File: src/rtl/bwmem_pkg.sv
package bwmem_pkg;
   typedef enum logic [1:0] {
      CMD_READ  = 2'd0,
      CMD_WRITE = 2'd1,
      CMD_OTHA  = 2'd2,
      CMD_OTHB  = 2'd3
   } bw_cmd_e;

   function automatic logic cmd_moves_data(input logic [1:0] c);
      return (c == CMD_READ) || (c == CMD_WRITE);
   endfunction
endpackage

File: src/rtl/bwmem_throttle.sv
module bwmem_throttle #(
   parameter int SIZE_W    = 4,
   parameter int BYTE_COST = 2,
   parameter int DUR_W     = 6
) (
   input  logic              clk,
   input  logic              rst_n,
   input  logic              start,
   input  logic [SIZE_W-1:0] start_size,
   input  logic              refuse,
   output logic              busy,
   output logic              pend,
   output logic              retry_pulse
);
   generate
      if (BYTE_COST == 0) begin : g_free
         assign busy        = 1'b0;
         assign pend        = 1'b0;
         assign retry_pulse = 1'b0;
      end else begin : g_timed
         logic [DUR_W-1:0] cnt_q;
         logic [DUR_W-1:0] dur;
         logic             pend_q;
         logic             pulse_q;

         assign dur         = DUR_W'(start_size) * DUR_W'(BYTE_COST);
         assign busy        = (cnt_q != '0);
         assign pend        = pend_q;
         assign retry_pulse = pulse_q;

         always_ff @(posedge clk) begin
            if (!rst_n) begin
               cnt_q   <= '0;
               pend_q  <= 1'b0;
               pulse_q <= 1'b0;
            end else begin
               pulse_q <= 1'b0;
               if (cnt_q != '0) begin
                  cnt_q <= cnt_q - DUR_W'(1);
                  if (cnt_q == DUR_W'(1)) begin
                     pulse_q <= pend_q | refuse;
                     pend_q  <= 1'b0;
                  end else if (refuse) begin
                     pend_q <= 1'b1;
                  end
               end else if (start && (dur != '0)) begin
                  cnt_q <= dur;
               end
            end
         end

         assert_busy_load_R1: assert property (@(posedge clk) disable iff (!rst_n)
            (start && !busy && (dur != '0)) |=> busy);
         assert_zero_dur_R2: assert property (@(posedge clk) disable iff (!rst_n)
            (start && !busy && (dur == '0)) |=> !busy);
         assert_retry_edge_R4: assert property (@(posedge clk) disable iff (!rst_n)
            retry_pulse |-> (!busy && $past(busy)));
         assert_retry_single_R4: assert property (@(posedge clk) disable iff (!rst_n)
            retry_pulse |=> !retry_pulse);
         assert_pend_kept_R5: assert property (@(posedge clk) disable iff (!rst_n)
            (pend && busy) |=> ((pend && busy) || retry_pulse));
      end
   endgenerate
endmodule

File: src/rtl/bwmem_store.sv
module bwmem_store #(
   parameter int ADDR_W = 4,
   parameter int DATA_W = 16
) (
   input  logic              clk,
   input  logic              we,
   input  logic [ADDR_W-1:0] addr,
   input  logic [DATA_W-1:0] wdata,
   output logic [DATA_W-1:0] rdata
);
   localparam int WORDS = 1 << ADDR_W;

   logic [DATA_W-1:0] mem [WORDS];

   always_ff @(posedge clk) begin
      if (we) mem[addr] <= wdata;
   end

   assign rdata = mem[addr];
endmodule

File: src/rtl/bwmem_rspq.sv
module bwmem_rspq #(
   parameter int DATA_W = 16,
   parameter int DEPTH  = 4,
   parameter int LAT    = 3
) (
   input  logic              clk,
   input  logic              rst_n,
   input  logic              in_push,
   input  logic [1:0]        in_cmd,
   input  logic [DATA_W-1:0] in_data,
   output logic              full,
   output logic              out_valid,
   input  logic              out_ready,
   output logic [1:0]        out_cmd,
   output logic [DATA_W-1:0] out_data
);
   localparam int PTR_W = (DEPTH > 1) ? $clog2(DEPTH) : 1;
   localparam int CNT_W = (LAT > 1) ? $clog2(LAT) : 1;
   localparam logic [CNT_W-1:0] LOAD = CNT_W'(LAT - 1);

   logic [DATA_W-1:0] data_q [DEPTH];
   logic [1:0]        cmd_q  [DEPTH];
   logic [CNT_W-1:0]  wait_q [DEPTH];
   logic [PTR_W-1:0]  wr_ptr, rd_ptr;
   logic [PTR_W:0]    count;
   logic              pop;

   assign full      = (count == (PTR_W+1)'(DEPTH));
   assign out_valid = (count != '0) && (wait_q[rd_ptr] == '0);
   assign pop       = out_valid && out_ready;
   assign out_data  = data_q[rd_ptr];
   assign out_cmd   = cmd_q[rd_ptr];

   always_ff @(posedge clk) begin
      if (!rst_n) begin
         wr_ptr <= '0;
         rd_ptr <= '0;
         count  <= '0;
         for (int i = 0; i < DEPTH; i++) wait_q[i] <= '0;
      end else begin
         if (in_push) wr_ptr <= wr_ptr + PTR_W'(1);
         if (pop)     rd_ptr <= rd_ptr + PTR_W'(1);
         if (in_push && !pop)      count <= count + (PTR_W+1)'(1);
         else if (!in_push && pop) count <= count - (PTR_W+1)'(1);
         for (int i = 0; i < DEPTH; i++) begin
            if (in_push && (wr_ptr == PTR_W'(i))) wait_q[i] <= LOAD;
            else if (wait_q[i] != '0)             wait_q[i] <= wait_q[i] - CNT_W'(1);
         end
      end
   end

   always_ff @(posedge clk) begin
      if (in_push) begin
         data_q[wr_ptr] <= in_data;
         cmd_q[wr_ptr]  <= in_cmd;
      end
   end

   assert_no_overflow_R9: assert property (@(posedge clk) disable iff (!rst_n)
      in_push |-> !full);
   assert_hold_R9: assert property (@(posedge clk) disable iff (!rst_n)
      (out_valid && !out_ready) |=> (out_valid && $stable(out_data) && $stable(out_cmd)));
endmodule

File: src/rtl/bwmem_target.sv
module bwmem_target #(
   parameter int ADDR_W     = 4,
   parameter int DATA_W     = 16,
   parameter int SIZE_W     = 4,
   parameter int BYTE_COST  = 2,
   parameter int ACCESS_LAT = 3,
   parameter int QDEPTH     = 4
) (
   input  logic              clk,
   input  logic              rst_n,
   input  logic              req_valid,
   input  logic [1:0]        req_cmd,
   input  logic              req_need_rsp,
   input  logic              req_inhibit,
   input  logic [ADDR_W-1:0] req_addr,
   input  logic [SIZE_W-1:0] req_size,
   input  logic [DATA_W-1:0] req_wdata,
   output logic              req_accept,
   output logic              retry_pulse,
   output logic              rsp_valid,
   input  logic              rsp_ready,
   output logic [1:0]        rsp_cmd,
   output logic [DATA_W-1:0] rsp_data
);
   import bwmem_pkg::*;

   localparam int COST_W = (BYTE_COST > 0) ? $clog2(BYTE_COST + 1) : 1;
   localparam int DUR_W  = SIZE_W + COST_W;

   generate
      if (ACCESS_LAT < 1) begin : g_bad_lat
         $error("ACCESS_LAT must be at least 1");
      end
      if ((QDEPTH < 2) || ((QDEPTH & (QDEPTH - 1)) != 0)) begin : g_bad_depth
         $error("QDEPTH must be a power of two of at least 2");
      end
      if (BYTE_COST < 0) begin : g_bad_cost
         $error("BYTE_COST must not be negative");
      end
   endgenerate

   logic              busy, pend, q_full;
   logic              plain, take, refuse_busy, start, mem_we, q_push;
   logic [DATA_W-1:0] rd_word, push_data;

   assign plain       = req_valid && !req_inhibit;
   assign take        = plain && !busy && !pend && !q_full;
   assign req_accept  = (req_valid && req_inhibit) || take;
   assign refuse_busy = plain && busy && !pend;
   assign start       = take && cmd_moves_data(req_cmd);
   assign mem_we      = take && (req_cmd == CMD_WRITE);
   assign q_push      = take && req_need_rsp;
   assign push_data   = (req_cmd == CMD_READ) ? rd_word : '0;

   bwmem_throttle #(
      .SIZE_W(SIZE_W), .BYTE_COST(BYTE_COST), .DUR_W(DUR_W)
   ) u_throttle (
      .clk(clk), .rst_n(rst_n), .start(start), .start_size(req_size),
      .refuse(refuse_busy), .busy(busy), .pend(pend), .retry_pulse(retry_pulse)
   );

   bwmem_store #(
      .ADDR_W(ADDR_W), .DATA_W(DATA_W)
   ) u_store (
      .clk(clk), .we(mem_we), .addr(req_addr), .wdata(req_wdata), .rdata(rd_word)
   );

   bwmem_rspq #(
      .DATA_W(DATA_W), .DEPTH(QDEPTH), .LAT(ACCESS_LAT)
   ) u_rspq (
      .clk(clk), .rst_n(rst_n), .in_push(q_push), .in_cmd(req_cmd),
      .in_data(push_data), .full(q_full), .out_valid(rsp_valid),
      .out_ready(rsp_ready), .out_cmd(rsp_cmd), .out_data(rsp_data)
   );

   assert_busy_refuse_R1: assert property (@(posedge clk) disable iff (!rst_n)
      (busy && req_valid && !req_inhibit) |-> !req_accept);
   assert_other_idle_R3: assert property (@(posedge clk) disable iff (!rst_n)
      (req_accept && plain && !cmd_moves_data(req_cmd) && !busy) |=> !busy);
   assert_pend_refuse_R5: assert property (@(posedge clk) disable iff (!rst_n)
      (pend && plain) |-> !req_accept);
   assert_inhibit_take_R6: assert property (@(posedge clk) disable iff (!rst_n)
      (req_valid && req_inhibit) |-> req_accept);
endmodule

File: config.mk
export PLATFORM = sky130hd
export DESIGN_NAME = bwmem_target
export DESIGN_NICKNAME = d
export VERILOG_FILES = /design/src/rtl/bwmem_pkg.sv /design/src/rtl/bwmem_throttle.sv /design/src/rtl/bwmem_store.sv /design/src/rtl/bwmem_rspq.sv /design/src/rtl/bwmem_target.sv
export SDC_FILE = /design/constraint.sdc
export NUM_CORES = 1
export LEC_CHECK = 0
export BUFFER_PORTS_ARGS = -buffer_cell sky130_fd_sc_hd__buf_4
export CORE_MARGIN = 2
export CORE_UTILIZATION = 66
export DETAILED_ROUTE_END_ITERATION = 8
export GPL_TIMING_DRIVEN = 0
export HOLD_SLACK_MARGIN = 0.08
export PLACE_DENSITY = 0.84
export SLEW_MARGIN = 30
export SYNTH_ARGS = -nofsm -noshare
export SYNTH_HDL_FRONTEND = slang
export SYNTH_SLANG_ARGS = --single-unit
File: constraint.sdc
create_clock -name clk -period 4.35 [get_ports clk]
set_input_delay 0.6525 -clock clk [delete_from_list [all_inputs] [get_ports clk]]
set_output_delay 0.6525 -clock clk [all_outputs]
set_load 0.05 [all_outputs]
==> run summary <==
outcome -> complete, no violations
die width -> 149 um
DR vias/cell -> 6.71
required time worst endpoint -> 4780 ps
leakage power -> 5.22 nW
power density over the cells -> 488 nW/um2
sum of routed wire length over all layers -> 29.1 mm
placement row count -> 53
clock-pin slew on the worst setup and hold paths -> 60 ps
maximum root-to-sink buffer count -> 3
Yosys Warn Count -> 0
post-layout util -> 0.760
antenna fix cells -> 0
Setup Slack @ Placement -> 784 ps
Setup TNS Final -> 0 ps
Worst EP arrival -> 3740 ps
slew of the pin with the lowest slew margin -> 906 ps
worst hold path startpoint -> req_wdata[9]
Post-Synth Simple-Gate Area -> 0.0397
mux share of post-synthesis cell area -> 0.135
count of cells resized by post-cts repair -> 0
number of global-route vias before repair -> 7768
xor and xnor fraction of the mapped netlist area -> 0.00253
Clock Sinks -> 353
clock buffers created by TritonCTS -> 34
minimum clock period -> 3310 ps
primary flip-flop cell chosen by synthesis mapping -> edfxtp_1
worst flop-to-flop path startpoint -> u_throttle.g_timed.cnt_q[0]
unrepaired setup endpoints after global routing -> false
Final setup viols -> 0
number of buffers inserted by hold repair at cts -> 0
critical path class -> register to register
total count of hold-check failures in the final report -> 0
number of antenna violations at the first check in global routing -> 1
number of synthesized flops with an enable pin -> 336
total cell area at the placement stage -> 14800 um2
cell at the root of the clock tree -> clkbuf_16
capture instance of the worst register-to-register path -> u_rspq.count[2]
proportion of synthesized chip area in sequential cells -> 0.752
main combinational cell family by area after synthesis -> multiplexers
total DRC errors in the routed layout -> 0
clock latency at the later pin of the worst-skew pair -> 510 ps
Worst Setup Start Kind -> register
Period Utilization, post-route -> 0.761
starting utilization of the core area -> 0.666
TritonCTS clock tree -> built
synthesized area per cell -> 19.3 um2
end of the worst hold path -> u_store.mem[6][9]
post-synthesis instance area -> 13900 um2
number of detailed-route iterations in the first pass -> 6
core area -> 20800 um2
number of max-capacitance violations reported -> 0
Synth async-reset ratio -> 0
number of nets produced by synthesis -> 762
Vias -> 7486
Compound-Gate Fraction of Synth Area -> 0.0438
Worst R2R Path Depth -> 12
Design Area, Final -> 15800 um2
post-synthesis to final-layout area growth -> 14.1%
final estimated routing congestion in global placement -> 0.815
number of slew-limit violations in the final report -> 0
global-route wire length before repair -> 44.4 mm
worst-case register-to-register setup slack -> 1040 ps
ratio of cells with drive above 1 in the final layout -> 0.275
Max FO, Critical Path -> 10
first element of the critical path -> u_throttle.g_timed.cnt_q[0]
I/O pin count -> 53
Tot GR Track Use -> 0.272
worst hold-check path type -> primary input to register
final net count -> 860
Slew HR -> 0.391
detailed-placement wirelength estimate -> 18.4 mm
total of buffers placed on input and output ports -> 50
setup slack of the critical path after layout -> 1040 ps
number of nets with antenna violations after detailed routing -> 0
flops & latches, synth -> 353
initial detailed-routing violation count -> 806
Die H -> 149 um
area enclosed by the die boundary -> 22200 um2
post-route insts no fill -> 1115
clk_skew -> 17.6 ps
total congestion overflow -> 0
routed len/inst -> 26.1 um
area share of fa/ha/maj cells after synthesis -> 0.0123
# placed instances -> 1054
achievable clock frequency -> 302 MHz
number of stages on the worst hold path -> 1
maximum VDD drop -> 0.366 mV
post-CTS setup buffer count -> 0
deepest level of the CTS H-tree -> 2
crit path capture type -> register
number of distinct library cell variants in the gate-level netlist after synthesis -> 50
maximum number of pins on one net before global-route repair -> 22
Cells after Synth -> 717
-- layout make-up --
cell class                 count  area [um2]
tap                          275         344
clock inverter                16        68.8
timing repair buffer          62         518
multi-input combinational    316        3300
clock buffer                  45         956
fill                        1099        5000
sequential                   353       10400
buffer                        34         154
inverter                      14        52.6
-- power breakdown --
part	internal [mW]	total, mW	switching [mW]
sequential	3.84	3.91	0.0761
combinational	0.434	1.10	0.664
clock	1.54	2.72	1.17
total	5.81	7.73	1.91
-- cells by family (layout without fill, tap and decap cells) --
group,Yosys count,in the layout
flip-flops,353,353
multiplexers,119,119
XOR/XNOR,4,4
AO/OA/AOI/OAI,84,84
AND/OR/NAND/NOR,96,96
adder cells (fa/ha/maj),13,13
buffers and inverters,48,171
-- layout by cell type, fill, tap and decap left out, types with 17 or more instances in the layout --
| cell | count |
|---|---|
| mux2_2 | 32 |
| edfxtp_1 | 336 |
| clkbuf_1 | 23 |
| clkbuf_16 | 37 |
| buf_4 | 53 |
| o21ai_0 | 20 |
| mux2i_1 | 36 |
| dfxtp_1 | 17 |
| mux4_2 | 51 |
| a22oi_1 | 27 |
-- Yosys cell counts, types with 3 or more instances --
| master | instances | area share |
|---|---|---|
| edfxtp_1 | 336 | 0.73 |
| mux4_2 | 51 | 0.083 |
| mux2i_1 | 36 | 0.026 |
| mux2_2 | 32 | 0.026 |
| nor2_1 | 28 | 0.0076 |
| a22oi_1 | 27 | 0.015 |
| o21ai_0 | 20 | 0.0072 |
| dfxtp_1 | 17 | 0.025 |
| clkbuf_1 | 15 | 0.0041 |
| inv_1 | 14 | 0.0038 |
| nand2_1 | 13 | 0.0035 |
| buf_2 | 12 | 0.0043 |
| ha_1 | 12 | 0.011 |
| o221ai_1 | 11 | 0.0069 |
| nand3_1 | 7 | 0.0025 |
| a221o_1 | 6 | 0.0043 |
| nand3b_1 | 6 | 0.0032 |
| and3_1 | 5 | 0.0023 |
| o22ai_1 | 5 | 0.0023 |
| a21boi_0 | 4 | 0.0022 |
| and2_1 | 4 | 0.0018 |
| buf_1 | 4 | 0.0011 |
| nand2b_1 | 4 | 0.0018 |
| nor4b_1 | 4 | 0.0025 |
| o21a_1 | 4 | 0.0022 |
| or3_1 | 4 | 0.0018 |
| buf_4 | 3 | 0.0016 |
| nand4_1 | 3 | 0.0014 |
-- metal layers --
layer | vias up | wire length (um) | GRT usage
met4 | 2 | 948 | 0.0986
met2 | 455 | 14900 | 0.457
met5 | - | 13 | 0
met3 | 89 | 2510 | 0.0514
li1 | 3138 | - | -
met1 | 3802 | 10800 | 0.364
-- flip-flops by register name, summed over array words and instances, names as in the netlist, named ones only --
name / count
u_throttle.g_timed.cnt_q: 6
u_store.mem: 256
u_rspq.cmd_q: 8
u_rspq.data_q: 64
u_rspq.wr_ptr: 2
u_rspq.wait_q: 8
u_rspq.rd_ptr: 2
u_throttle.retry_pulse: 1
u_throttle.pend: 1
u_rspq.count: 3
-- how the worst max path moves through the flow --
stage | endpoint | cells past startpoint
after CTS | u_rspq.count[2] | 12
after global routing | u_rspq.count[2] | 12
after global placement | u_store.mem[11][8] | 6
after floorplan | u_rspq.count[2] | 10
final | u_rspq.count[2] | 12
after detailed placement | u_rspq.count[2] | 11
-- critical path, cell delays in order, from the launching register on --
cell and delay (ps):
dfxtp_1 350, inv_1 140, ha_1 260, inv_1 110, nor4b_2 520, buf_2 320
and2_1 210, ha_1 200, inv_1 70, fa_1 430, xor2_1 160, or3_1 310
a21boi_0 160
-- through the flow --
| step | hold slack [ps] | power (mW) |
|---|---|---|
| after CTS | 429 | 7.76 |
| after global placement | 466 | 4.98 |
| final | 444 | 7.73 |
| after detailed placement | 483 | 5.07 |
| after floorplan | 449 | 4.75 |
| after global routing | 439 | 7.97 |
Note: power is estimated with default switching activity, not from simulation.
